===== src/rtl/dbg_trig_pkg.sv =====
package dbg_trig_pkg;
  localparam logic [11:0] ADR_INDEX = 12'h7a0;
  localparam logic [11:0] ADR_WORD1 = 12'h7a1;
  localparam logic [11:0] ADR_WORD2 = 12'h7a2;
  localparam logic [11:0] ADR_WORD3 = 12'h7a3;
  localparam logic [11:0] ADR_INFO  = 12'h7a4;
  localparam logic [11:0] ADR_CTRL  = 12'h7a5;
  localparam logic [11:0] ADR_MCTX  = 12'h7a8;
  localparam logic [11:0] ADR_SCTX  = 12'h7aa;

  localparam logic [1:0] PRV_U = 2'd0;
  localparam logic [1:0] PRV_S = 2'd1;
  localparam logic [1:0] PRV_M = 2'd3;

  localparam int EN_BIT    = 3;
  localparam int SAVED_BIT = 7;

  typedef struct packed {
    logic index;
    logic word1;
    logic word2;
    logic word3;
    logic info;
    logic ctrl;
    logic mctx;
    logic sctx;
  } reg_hit_t;
endpackage


===== src/rtl/dbg_trig_access.sv =====
module dbg_trig_access
  import dbg_trig_pkg::*;
(
  input  logic        valid_i,
  input  logic        write_i,
  input  logic [11:0] addr_i,
  input  logic [1:0]  priv_i,
  input  logic        dbg_i,
  input  logic        sel_locked_i,
  output reg_hit_t    hit_o,
  output logic        rd_ok_o,
  output logic        wr_ok_o,
  output logic        reject_o
);
  logic any_hit, priv_ok, lock_block, ro_block;

  always_comb begin
    hit_o.index = (addr_i == ADR_INDEX);
    hit_o.word1 = (addr_i == ADR_WORD1);
    hit_o.word2 = (addr_i == ADR_WORD2);
    hit_o.word3 = (addr_i == ADR_WORD3);
    hit_o.info  = (addr_i == ADR_INFO);
    hit_o.ctrl  = (addr_i == ADR_CTRL);
    hit_o.mctx  = (addr_i == ADR_MCTX);
    hit_o.sctx  = (addr_i == ADR_SCTX);
    any_hit     = |hit_o;
    priv_ok     = dbg_i || (priv_i == PRV_M) ||
                  (hit_o.sctx && (priv_i == PRV_S));
    lock_block  = write_i && sel_locked_i && !dbg_i &&
                  (hit_o.word1 || hit_o.word2 || hit_o.word3);
    ro_block    = write_i && hit_o.info;
    reject_o    = valid_i && any_hit && (!priv_ok || lock_block || ro_block);
    wr_ok_o     = valid_i && write_i && any_hit && !reject_o;
    rd_ok_o     = valid_i && !write_i && any_hit && !reject_o;
  end
endmodule


===== src/rtl/dbg_trig_bank.sv =====
module dbg_trig_bank #(
  parameter int          DXLEN      = 32,
  parameter int          MXLEN      = 16,
  parameter int          NUM_TRIG   = 4,
  parameter logic [15:0] KIND_MASK  = 16'h003C,
  parameter logic [3:0]  RESET_KIND = 4'd2,
  localparam int         SEL_W      = (NUM_TRIG > 1) ? $clog2(NUM_TRIG) : 1,
  localparam int         LOCK_BIT   = DXLEN - 5
) (
  input  logic                      clk,
  input  logic                      rst,
  input  logic [SEL_W-1:0]          sel_i,
  input  logic                      wr_w1_i,
  input  logic                      wr_w2_i,
  input  logic                      wr_w3_i,
  input  logic                      dbg_i,
  input  logic [DXLEN-1:0]          wdata_i,
  output logic [NUM_TRIG*DXLEN-1:0] w1_flat_o,
  output logic [NUM_TRIG*DXLEN-1:0] w2_flat_o,
  output logic [NUM_TRIG*DXLEN-1:0] w3_flat_o,
  output logic [DXLEN-1:0]          sel_w1_o,
  output logic [DXLEN-1:0]          sel_w2_o,
  output logic [DXLEN-1:0]          sel_w3_o,
  output logic                      sel_locked_o
);
  logic [DXLEN-1:0] w1_q [NUM_TRIG];
  logic [DXLEN-1:0] w2_q [NUM_TRIG];
  logic [DXLEN-1:0] w3_q [NUM_TRIG];
  logic [3:0]       new_kind;
  logic [DXLEN-1:0] ext_data;

  always_comb begin
    new_kind = KIND_MASK[wdata_i[DXLEN-1 -: 4]] ? wdata_i[DXLEN-1 -: 4] : 4'd0;
    ext_data = wdata_i;
    if (!dbg_i) begin
      for (int b = MXLEN; b < DXLEN; b++) ext_data[b] = wdata_i[MXLEN-1];
    end
  end

  for (genvar i = 0; i < NUM_TRIG; i++) begin : g_trig
    logic hit_me;
    assign hit_me = (sel_i == SEL_W'(i));

    always_ff @(posedge clk) begin
      if (rst) begin
        w1_q[i] <= {RESET_KIND, {(DXLEN-4){1'b0}}};
        w2_q[i] <= '0;
        w3_q[i] <= '0;
      end else begin
        if (wr_w1_i && hit_me)
          w1_q[i] <= {new_kind,
                      dbg_i ? wdata_i[LOCK_BIT] : w1_q[i][LOCK_BIT],
                      wdata_i[LOCK_BIT-1:0]};
        if (wr_w2_i && hit_me) w2_q[i] <= ext_data;
        if (wr_w3_i && hit_me) w3_q[i] <= ext_data;
      end
    end

    assign w1_flat_o[i*DXLEN +: DXLEN] = w1_q[i];
    assign w2_flat_o[i*DXLEN +: DXLEN] = w2_q[i];
    assign w3_flat_o[i*DXLEN +: DXLEN] = w3_q[i];

    // lock bit rises only after a debug-mode cycle
    a_r6_lock_from_debug: assert property (@(posedge clk) disable iff (rst)
      $rose(w1_q[i][LOCK_BIT]) |-> $past(dbg_i));
  end

  assign sel_w1_o     = w1_q[sel_i];
  assign sel_w2_o     = w2_q[sel_i];
  assign sel_w3_o     = w3_q[sel_i];
  assign sel_locked_o = w1_q[sel_i][LOCK_BIT];

  // no write strobe reaches a locked trigger from outside debug mode
  a_r5_locked_no_write: assert property (@(posedge clk) disable iff (rst)
    !((wr_w1_i || wr_w2_i || wr_w3_i) && sel_locked_o && !dbg_i));
endmodule


===== src/rtl/dbg_trig_ctrl.sv =====
module dbg_trig_ctrl
  import dbg_trig_pkg::*;
#(
  parameter int DXLEN  = 32,
  parameter int MCTX_W = 6,
  parameter int SCTX_W = 16
) (
  input  logic              clk,
  input  logic              rst,
  input  logic              wr_ctrl_i,
  input  logic              wr_mctx_i,
  input  logic              wr_sctx_i,
  input  logic [DXLEN-1:0]  wdata_i,
  input  logic              trap_enter_i,
  input  logic              trap_return_i,
  output logic              en_o,
  output logic              saved_o,
  output logic [MCTX_W-1:0] mctx_o,
  output logic [SCTX_W-1:0] sctx_o
);
  logic en_q, saved_q;
  logic [MCTX_W-1:0] mctx_q;
  logic [SCTX_W-1:0] sctx_q;

  always_ff @(posedge clk) begin
    if (rst) begin
      en_q    <= 1'b0;
      saved_q <= 1'b0;
    end else if (trap_enter_i) begin
      saved_q <= en_q;
      en_q    <= 1'b0;
    end else if (trap_return_i) begin
      en_q    <= saved_q;
    end else if (wr_ctrl_i) begin
      en_q    <= wdata_i[EN_BIT];
      saved_q <= wdata_i[SAVED_BIT];
    end
  end

  always_ff @(posedge clk) begin
    if (rst) begin
      mctx_q <= '0;
      sctx_q <= '0;
    end else begin
      if (wr_mctx_i) mctx_q <= wdata_i[MCTX_W-1:0];
      if (wr_sctx_i) sctx_q <= wdata_i[SCTX_W-1:0];
    end
  end

  assign en_o    = en_q;
  assign saved_o = saved_q;
  assign mctx_o  = mctx_q;
  assign sctx_o  = sctx_q;

  // trap entry pushes the enable and clears it
  a_r11_enter_push: assert property (@(posedge clk) disable iff (rst)
    trap_enter_i |=> (!en_q && saved_q == $past(en_q)));
  // trap return restores the saved enable
  a_r11_return_pop: assert property (@(posedge clk) disable iff (rst)
    (trap_return_i && !trap_enter_i) |=> (en_q == $past(saved_q)));
endmodule


===== src/rtl/dbg_trig_csr.sv =====
module dbg_trig_csr
  import dbg_trig_pkg::*;
#(
  parameter int          DXLEN      = 32,
  parameter int          MXLEN      = 16,
  parameter int          NUM_TRIG   = 4,
  parameter int          MCTX_W     = 6,
  parameter int          SCTX_W     = 16,
  parameter logic [15:0] KIND_MASK  = 16'h003C,
  parameter logic [3:0]  RESET_KIND = 4'd2,
  localparam int         SEL_W      = (NUM_TRIG > 1) ? $clog2(NUM_TRIG) : 1
) (
  input  logic                      clk,
  input  logic                      rst,
  input  logic                      csr_valid,
  input  logic                      csr_write,
  input  logic [11:0]               csr_addr,
  input  logic [DXLEN-1:0]          csr_wdata,
  input  logic [1:0]                cur_priv,
  input  logic                      dbg_mode,
  input  logic                      trap_enter,
  input  logic                      trap_return,
  output logic [DXLEN-1:0]          csr_rdata,
  output logic                      csr_illegal,
  output logic [SEL_W-1:0]          trig_index,
  output logic [NUM_TRIG*DXLEN-1:0] trig_word1,
  output logic [NUM_TRIG*DXLEN-1:0] trig_word2,
  output logic [NUM_TRIG*DXLEN-1:0] trig_word3,
  output logic                      trig_en,
  output logic                      trig_en_saved,
  output logic [MCTX_W-1:0]         mctx_value,
  output logic [SCTX_W-1:0]         sctx_value
);
  reg_hit_t         hit;
  logic             rd_ok, wr_ok, reject, sel_locked;
  logic [SEL_W-1:0] sel_q;
  logic [DXLEN-1:0] sel_w1, sel_w2, sel_w3, rd_mux, rdata_q;
  logic             illegal_q;

  dbg_trig_access u_access (
    .valid_i      (csr_valid),
    .write_i      (csr_write),
    .addr_i       (csr_addr),
    .priv_i       (cur_priv),
    .dbg_i        (dbg_mode),
    .sel_locked_i (sel_locked),
    .hit_o        (hit),
    .rd_ok_o      (rd_ok),
    .wr_ok_o      (wr_ok),
    .reject_o     (reject)
  );

  dbg_trig_bank #(
    .DXLEN(DXLEN), .MXLEN(MXLEN), .NUM_TRIG(NUM_TRIG),
    .KIND_MASK(KIND_MASK), .RESET_KIND(RESET_KIND)
  ) u_bank (
    .clk          (clk),
    .rst          (rst),
    .sel_i        (sel_q),
    .wr_w1_i      (wr_ok && hit.word1),
    .wr_w2_i      (wr_ok && hit.word2),
    .wr_w3_i      (wr_ok && hit.word3),
    .dbg_i        (dbg_mode),
    .wdata_i      (csr_wdata),
    .w1_flat_o    (trig_word1),
    .w2_flat_o    (trig_word2),
    .w3_flat_o    (trig_word3),
    .sel_w1_o     (sel_w1),
    .sel_w2_o     (sel_w2),
    .sel_w3_o     (sel_w3),
    .sel_locked_o (sel_locked)
  );

  dbg_trig_ctrl #(.DXLEN(DXLEN), .MCTX_W(MCTX_W), .SCTX_W(SCTX_W)) u_ctrl (
    .clk           (clk),
    .rst           (rst),
    .wr_ctrl_i     (wr_ok && hit.ctrl),
    .wr_mctx_i     (wr_ok && hit.mctx),
    .wr_sctx_i     (wr_ok && hit.sctx),
    .wdata_i       (csr_wdata),
    .trap_enter_i  (trap_enter),
    .trap_return_i (trap_return),
    .en_o          (trig_en),
    .saved_o       (trig_en_saved),
    .mctx_o        (mctx_value),
    .sctx_o        (sctx_value)
  );

  always_ff @(posedge clk) begin
    if (rst) begin
      sel_q <= '0;
    end else if (wr_ok && hit.index) begin
      if (csr_wdata >= DXLEN'(NUM_TRIG)) sel_q <= SEL_W'(NUM_TRIG - 1);
      else                               sel_q <= csr_wdata[SEL_W-1:0];
    end
  end

  always_comb begin
    rd_mux = '0;
    unique case (1'b1)
      hit.index: rd_mux = DXLEN'(sel_q);
      hit.word1: rd_mux = sel_w1;
      hit.word2: rd_mux = sel_w2;
      hit.word3: rd_mux = sel_w3;
      hit.info:  rd_mux = DXLEN'(KIND_MASK);
      hit.ctrl: begin
        rd_mux[EN_BIT]    = trig_en;
        rd_mux[SAVED_BIT] = trig_en_saved;
      end
      hit.mctx:  rd_mux = DXLEN'(mctx_value);
      hit.sctx:  rd_mux = DXLEN'(sctx_value);
      default:   rd_mux = '0;
    endcase
  end

  always_ff @(posedge clk) begin
    if (rst) begin
      rdata_q   <= '0;
      illegal_q <= 1'b0;
    end else begin
      rdata_q   <= rd_ok ? rd_mux : '0;
      illegal_q <= reject;
    end
  end

  assign csr_rdata   = rdata_q;
  assign csr_illegal = illegal_q;
  assign trig_index  = sel_q;

  // index always names an existing trigger
  a_r2_index_in_range: assert property (@(posedge clk) disable iff (rst)
    32'(sel_q) < NUM_TRIG);
  // a rejected access leaves the index untouched
  a_r12_reject_keeps_index: assert property (@(posedge clk) disable iff (rst)
    csr_illegal |-> $stable(sel_q));
  // rejected access returns zero data
  a_r12_reject_zero_data: assert property (@(posedge clk) disable iff (rst)
    csr_illegal |-> (csr_rdata == '0));
endmodule


===== config.mk =====
export PLATFORM = sky130hd
export DESIGN_NAME = dbg_trig_csr
export DESIGN_NICKNAME = d
export VERILOG_FILES = /design/src/rtl/dbg_trig_pkg.sv /design/src/rtl/dbg_trig_access.sv /design/src/rtl/dbg_trig_bank.sv /design/src/rtl/dbg_trig_ctrl.sv /design/src/rtl/dbg_trig_csr.sv
export SDC_FILE = /design/constraint.sdc
export NUM_CORES = 1
export LEC_CHECK = 0
export ABC_AREA = 1
export CAP_MARGIN = 10
export CORE_MARGIN = 4
export CORE_UTILIZATION = 49
export CTS_CLUSTER_SIZE = 24
export DETAILED_ROUTE_END_ITERATION = 10
export GPL_TIMING_DRIVEN = 0
export MAX_ROUTING_LAYER = met4
export PLACE_DENSITY = 0.88
export SLEW_MARGIN = 15
export SYNTH_ARGS = -nofsm -noshare
export SYNTH_HDL_FRONTEND = slang
export SYNTH_SLANG_ARGS = --single-unit

===== constraint.sdc =====
create_clock -name clk -period 7.4 [get_ports clk]
set_clock_uncertainty 0.2 [all_clocks]
set_input_delay 2.22 -clock clk [delete_from_list [all_inputs] [get_ports clk]]
set_output_delay 2.22 -clock clk [all_outputs]
set_load 0.01 [all_outputs]

==> results of run 1 <==
==> metal layers <==
| metal | GRT usage, % | routed length [µm] | part of all wire (%) | up-vias |
|---|---|---|---|---|
| li1 | - | - | - | 7658 |
| met1 | 53.4 | 30100 | 31 | 9017 |
| met2 | 66.6 | 41300 | 43 | 2368 |
| met5 | - | 0 | 0 | - |
| met4 | 27.5 | 8040 | 8.4 | 0 |
| met3 | 15.6 | 16400 | 17 | 643 |
==> kinds of logic after synthesis <==
logic type | synth area share, %
AO/OA/AOI/OAI | 12.5
XOR/XNOR | 0.0459
buffers and inverters | 4.49
flip-flops | 66.8
other | 0.0196
AND/OR/NAND/NOR | 16.2
==> Yosys cell counts <==
cell / instances / area share, %
xnor2_1: 1 / 0.046
a221o_1: 2 / 0.10
inv_2: 4 / 0.079
nand3_2: 1 / 0.052
nor4_1: 5 / 0.16
o21ai_0: 216 / 5.7
a22oi_1: 20 / 0.79
nand2_1: 105 / 2.1
a221oi_1: 16 / 0.73
nor3_1: 3 / 0.079
a32oi_1: 1 / 0.046
nand3_1: 30 / 0.79
nor3_4: 1 / 0.085
edfxtp_1: 384 / 60
nor2_2: 1 / 0.033
o211a_1: 1 / 0.052
o21ai_1: 1 / 0.026
clkbuf_1: 104 / 2.0
nand4_2: 2 / 0.13
o22ai_1: 76 / 2.5
nand4_1: 11 / 0.36
conb_1: 1 / 0.020
a31oi_1: 5 / 0.16
clkinv_1: 2 / 0.039
inv_1: 73 / 1.4
buf_2: 28 / 0.73
buf_4: 1 / 0.039
dfxtp_1: 61 / 6.4
a211oi_1: 4 / 0.16
nor2_4: 1 / 0.059
buf_1: 6 / 0.12
a21oi_1: 85 / 2.2
nor2_1: 629 / 12
==> sequential cells by signal (all words and copies together), names as in the netlist, named ones only <==
register and flops:
csr_illegal 1, csr_rdata 32, trig_index 2, u_bank.w1_q 128, u_bank.w2_q 128, u_bank.w3_q 128
u_ctrl.en_o 1, u_ctrl.mctx_o 6, u_ctrl.saved_o 1, u_ctrl.sctx_o 16
==> cell type report <==
cell class                      count  area (µm²)
Antenna cell                        3        7.51
Buffer                            139         561
Tap cell                          518         648
Fill cell                        2868       11800
Clock buffer                       65        1360
Inverter                           79         297
Multi-Input combinational cell   1221        5590
Timing Repair Buffer              512        5380
Sequential cell                   445       12800
Clock inverter                     21         130
==> tightest hold or removal path, cell delays in order (launching register included) <==
cell,delay [ps]
dfxtp_1,310
inv_1,70
a21oi_1,50
==> power groups by stage <==
stage	logic (mW)	registers (mW)	clock network, mW
finish	0.440	2.86	2.32
global route	0.451	2.86	2.39
CTS	0.430	2.85	2.30
detailed placement	0.427	2.90	0
global placement	0.390	2.92	0
floorplan	0.0985	2.92	0
==> how the worst max path moves through the flow <==
stage | start | endpoint | slack, ps | cells after the start
2_1_floorplan | csr_addr[11] | u_bank.w2_q[0][0] | 1040 | 12
3_3_place_gp | csr_addr[7] | u_bank.w3_q[0][21] | -3050 | 9
3_5_place_dp | csr_addr[7] | u_bank.w3_q[3][23] | 1040 | 10
4_1_cts | csr_addr[5] | u_bank.w3_q[3][16] | 1630 | 10
5_1_grt | csr_addr[9] | csr_rdata[2] | 1320 | 10
6_report | csr_addr[9] | csr_rdata[2] | 1160 | 10
==> stage by stage <==
step | worst slack, ps | power, mW | utilization [%]
after detailed placement | 1040 | 3.33 | 65.4
after CTS | 1630 | 5.58 | 69.3
after global routing | 1320 | 5.70 | 69.3
after global placement | -3050 | 3.31 | 64.0
after floorplan | 1040 | 3.02 | -
final | 1160 | 5.62 | 69.3
==> results.json, run 1 <==
{
  "reg2reg_to": "u_bank.w3_q[3][21]",
  "die_w_um": 205,
  "maxCapViolCount": 0,
  "layout_common_cells": "629 x nor2_1, 494 x clkdlybuf4s50_1, 384 x edfxtp_1",
  "hold_path_end": "u_ctrl.sctx_o[0]",
  "final_common_cell": "nor2_1",
  "vias": 19700,
  "synthCells": 1881,
  "p_seq_share_pct": 50.8,
  "place.gp.congestion": 1.01,
  "placed_area_mm2": 0.0252,
  "viasPerCell": 6.56,
  "cp_max_fo": 10,
  "slew_viol_final": 0,
  "cpLargestDelayFamily": "buffers and inverters",
  "r2r_setup_slack_ps": 3690,
  "ys_types": 33,
  "cts.sinks": 445,
  "crit_chain": "clkdlybuf4s50_1 > nand2_1 > nor2_1 > buf_2 > nand3_1 > inv_1 > clkbuf_1 > clkbuf_1 > a31oi_1 > a21oi_1",
  "post_cts_buffers": 0,
  "powerDensity_mw_per_mm2": 210,
  "layout.cells.non_filler": 3003,
  "path_class": "input port to flop",
  "required_ps": 7680,
  "cts_resized": 0,
  "initial_core_util_pct": 49.5,
  "drc": 0,
  "hold_viol_final": 0,
  "track_usage_pct": 45.1,
  "fmax_ghz": 0.160,
  "hold_start": "u_ctrl.sctx_o[0]",
  "htreeDepth": 2,
  "drt_iter0_drc": 3716,
  "fin_crit_sh_pct": 84.3,
  "grt_pass1_wl_mm": 131,
  "first_pass_iters": 7,
  "insertion_delay_ps": 580,
  "crit_arrival_ps": 6520,
  "tightest_slew_ps": 1330,
  "dp_hpwl_mm": 69.1,
  "rr_worst_depth": 12,
  "cp-end-kind": "flop",
  "slew_headroom_pct": 11.5,
  "hold_path.class": "flop to flop",
  "worst-path-buf-inv": 5,
  "grt_pass1_vias": 19000,
  "core_mm2": 0.0386,
  "clkPwrFrac_pct": 41.3,
  "wl_per_cell_um": 31.9,
  "combPwrFrac_pct": 7.8,
  "area_growth_pct": 40.0,
  "grt_antenna_before_repair": 3,
  "yosysSeqAreaShare_pct": 66.8,
  "row_count": 72,
  "dp_cells": 2914,
  "cts_buffers": 46,
  "setup_viol": 0,
  "cts-root-buf": "clkbuf_16",
  "portBuffers": 494,
  "p_sw_mw": 1.33,
  "die_y_um": 205,
  "critPathMaxStageDelay_ps": 1040,
  "nets": 2497,
  "rsz0062_at_grt": "false",
  "netlist_area_mm2": 0.0191,
  "internal-power_mw": 4.29,
  "cp_slowest_cell": "clkbuf_1",
  "max-clock-path-buffers": 3,
  "max-vdd-ir-drop_mv": 0.181,
  "postSynthAreaPerCell_um2": 10.1,
  "ys_ff_latch": 445,
  "worst_setup_path_start_kind": "input port",
  "setup_tns_ps": 0,
  "hold_slack_ps": 280,
  "swShare_pct": 23.6,
  "outcome": "finished, final reports clean",
  "drt_wl_total_mm": 95.9,
  "final_area_mm2": 0.0267,
  "path_common_cell": "clkbuf_1",
  "drive_gt1_share_pct": 5.52,
  "grt_max_degree": 22,
  "overflow": 0,
  "ys_warn_count": 0,
  "hold_depth": 2,
  "die_area_mm2": 0.0422,
  "cts.clk_slew.worst_paths_ps": 60,
  "min_period_ps": 6240,
  "ant_nets": 0,
  "p_leak_nw": 9.91,
  "cts_tree": "done",
  "holdBufCountCts": 0,
  "ios": 496
}
Note: power is estimated with default switching activity, not from simulation.
==> run 2: changes to the inputs <==
--- a/config.mk
+++ b/config.mk
@@ -8,12 +8,12 @@
 export ABC_AREA = 1
 export CAP_MARGIN = 10
 export CORE_MARGIN = 4
-export CORE_UTILIZATION = 49
+export CORE_UTILIZATION = 44
 export CTS_CLUSTER_SIZE = 24
 export DETAILED_ROUTE_END_ITERATION = 10
 export GPL_TIMING_DRIVEN = 0
 export MAX_ROUTING_LAYER = met4
-export PLACE_DENSITY = 0.88
+export PLACE_DENSITY = 0.84
 export SLEW_MARGIN = 15
 export SYNTH_ARGS = -nofsm -noshare
 export SYNTH_HDL_FRONTEND = slang
==> constraint.sdc (replaced) <==
create_clock -name clk -period 5.6 [get_ports clk]
set_clock_uncertainty 0.2 [all_clocks]
set_input_delay 1.68 -clock clk [delete_from_list [all_inputs] [get_ports clk]]
set_output_delay 1.68 -clock clk [all_outputs]
set_load 0.01 [all_outputs]
==> results.json, run 2 (same netlist as run 1, synthesis figures left out) <==
{
  "die_y_um": 216,
  "cts_resized": 0,
  "powerDensity_mw_per_mm2": 285,
  "combPwrFrac_pct": 7.6,
  "place.gp.congestion": 1.00,
  "max-vdd-ir-drop_mv": 0.241,
  "core_mm2": 0.0430,
  "slew_viol_final": 0,
  "ant_nets": 0,
  "reg2reg_to": "u_bank.w2_q[3][26]",
  "min_period_ps": 5590,
  "insertion_delay_ps": 590,
  "hold_slack_ps": 279,
  "grt_pass1_vias": 18400,
  "outcome": "finished, final reports clean",
  "cp_slowest_cell": "clkbuf_1",
  "cts-root-buf": "clkbuf_16",
  "required_ps": 5920,
  "critPathMaxStageDelay_ps": 1030,
  "cpLargestDelayFamily": "buffers and inverters",
  "grt_pass1_wl_mm": 132,
  "cp_max_fo": 10,
  "area_growth_pct": 41.2,
  "p_leak_nw": 9.99,
  "grt_antenna_before_repair": 3,
  "crit_arrival_ps": 5900,
  "final_area_mm2": 0.0270,
  "maxCapViolCount": 0,
  "r2r_setup_slack_ps": 1770,
  "cts.clk_slew.worst_paths_ps": 60,
  "drive_gt1_share_pct": 5.56,
  "p_seq_share_pct": 49.0,
  "multi_input_area_mm2": 0.00559,
  "crit_chain": "clkdlybuf4s50_1 > nand2_1 > nor2_1 > buf_2 > nand3_1 > inv_1 > clkbuf_1 > clkbuf_1 > a31oi_1 > a21oi_1",
  "hold_path_end": "u_ctrl.mctx_o[3]",
  "die_w_um": 216,
  "swShare_pct": 22.9,
  "cp-end-kind": "flop",
  "track_usage_pct": 40.7,
  "layout_common_cells": "629 x nor2_1, 494 x clkdlybuf4s50_1, 384 x edfxtp_1",
  "dp_cells": 2981,
  "rr_worst_depth": 13,
  "wl_per_cell_um": 31.4,
  "initial_core_util_pct": 44.4,
  "p_sw_mw": 1.76,
  "post_cts_buffers": 0,
  "path_common_cell": "clkbuf_1",
  "fmax_ghz": 0.179,
  "worst-path-buf-inv": 5,
  "cts_buffers": 48,
  "final_core_util_pct": 62.7,
  "path_class": "input port to flop",
  "reg_top3": "u_bank.w1_q: 128 flops, u_bank.w2_q: 128 flops, u_bank.w3_q: 128 flops",
  "htreeDepth": 2,
  "vias": 19100,
  "holdBufCountCts": 0,
  "max-clock-path-buffers": 3,
  "die_area_mm2": 0.0468,
  "drt_wl_total_mm": 96.3,
  "hold_path.class": "flop to flop",
  "overflow": 0,
  "ios": 496,
  "final_common_cell": "nor2_1",
  "row_count": 76,
  "layout.cells.non_filler": 3072,
  "setup_viol": 0,
  "drc": 0,
  "cts.sinks": 445,
  "viasPerCell": 6.21,
  "cts_tree": "done",
  "hold_start": "u_ctrl.mctx_o[3]",
  "hold_depth": 2,
  "placed_area_mm2": 0.0253,
  "fin_crit_sh_pct": 99.7,
  "hold_viol_final": 0,
  "seqCellArea_mm2": 0.0128,
  "dp_hpwl_mm": 70.6,
  "first_pass_iters": 6,
  "finalPower_mw": 7.69,
  "tightest_slew_ps": 1310,
  "drt_iter0_drc": 3252,
  "grt_max_degree": 21,
  "worst_setup_path_start_kind": "input port",
  "fill_cells": 3489,
  "portBuffers": 494,
  "clkPwrFrac_pct": 43.4,
  "slew_headroom_pct": 12.6,
  "nets": 2499,
  "rsz0062_at_grt": "false",
  "internal-power_mw": 5.92
}
[run 2: cell types whose count changed in the layout (fill, tap and decap cells not counted), sizes merged]
| cell | previous run | this run |
|---|---|---|
| clkinv | 19 | 15 |
| clkinvlp | 3 | 2 |
| clkbuf | 169 | 170 |
| bufinv | 1 | 7 |
[run 2: metal layers]
layer / vias to the layer above / routed length (µm) / global-route usage, %
li1: 7665 / - / -
met1: 8979 / 31400 / 47.1
met2: 1953 / 42300 / 61.6
met3: 467 / 15200 / 14.9
met4: 0 / 7450 / 23.1
met5: - / 0 / -
[run 2: cell type report]
cell class / instances / area share, %
clock inverter: 22 / 1.05
clock buffer: 66 / 4.94
sequential: 445 / 47.3
multi-input combinational: 1221 / 20.7
buffer: 139 / 2.08
antenna: 3 / 0.0278
inverter: 79 / 1.10
tap: 585 / 2.71
timing repair buffer: 512 / 20.0
[run 2: per-stage QoR]
stage / TNS [ps] / setup WS [ps]
6_report: 0 / 14.5
5_1_grt: 0 / 68.2
4_1_cts: 0 / 300
2_1_floorplan: -55440 / -217
3_3_place_gp: -1083860 / -4260
3_5_place_dp: -17760 / -304
[run 2: worst max-delay path by stage]
stage	cells past startpoint	startpoint	endpoint
floorplan	12	csr_addr[11]	u_bank.w2_q[0][0]
global placement	9	csr_addr[7]	u_bank.w3_q[0][18]
detailed placement	10	csr_addr[7]	u_bank.w3_q[0][18]
CTS	10	csr_addr[7]	u_bank.w3_q[0][18]
global route	10	csr_addr[7]	u_bank.w3_q[0][18]
finish	10	csr_addr[9]	csr_rdata[2]
[run 2: power by group through the flow]
stage	combinational, mW	sequential (mW)	clock (mW)
after global placement	0.524	3.85	0
after detailed placement	0.573	3.83	0
after CTS	0.576	3.76	3.32
final	0.587	3.77	3.33
after global routing	0.604	3.77	3.46
after floorplan	0.130	3.86	0
[run 2: tightest hold or removal path, stage by stage (launching register included)]
cell and delay, ps:
dfxtp_1 310, inv_1 70, a21oi_1 60
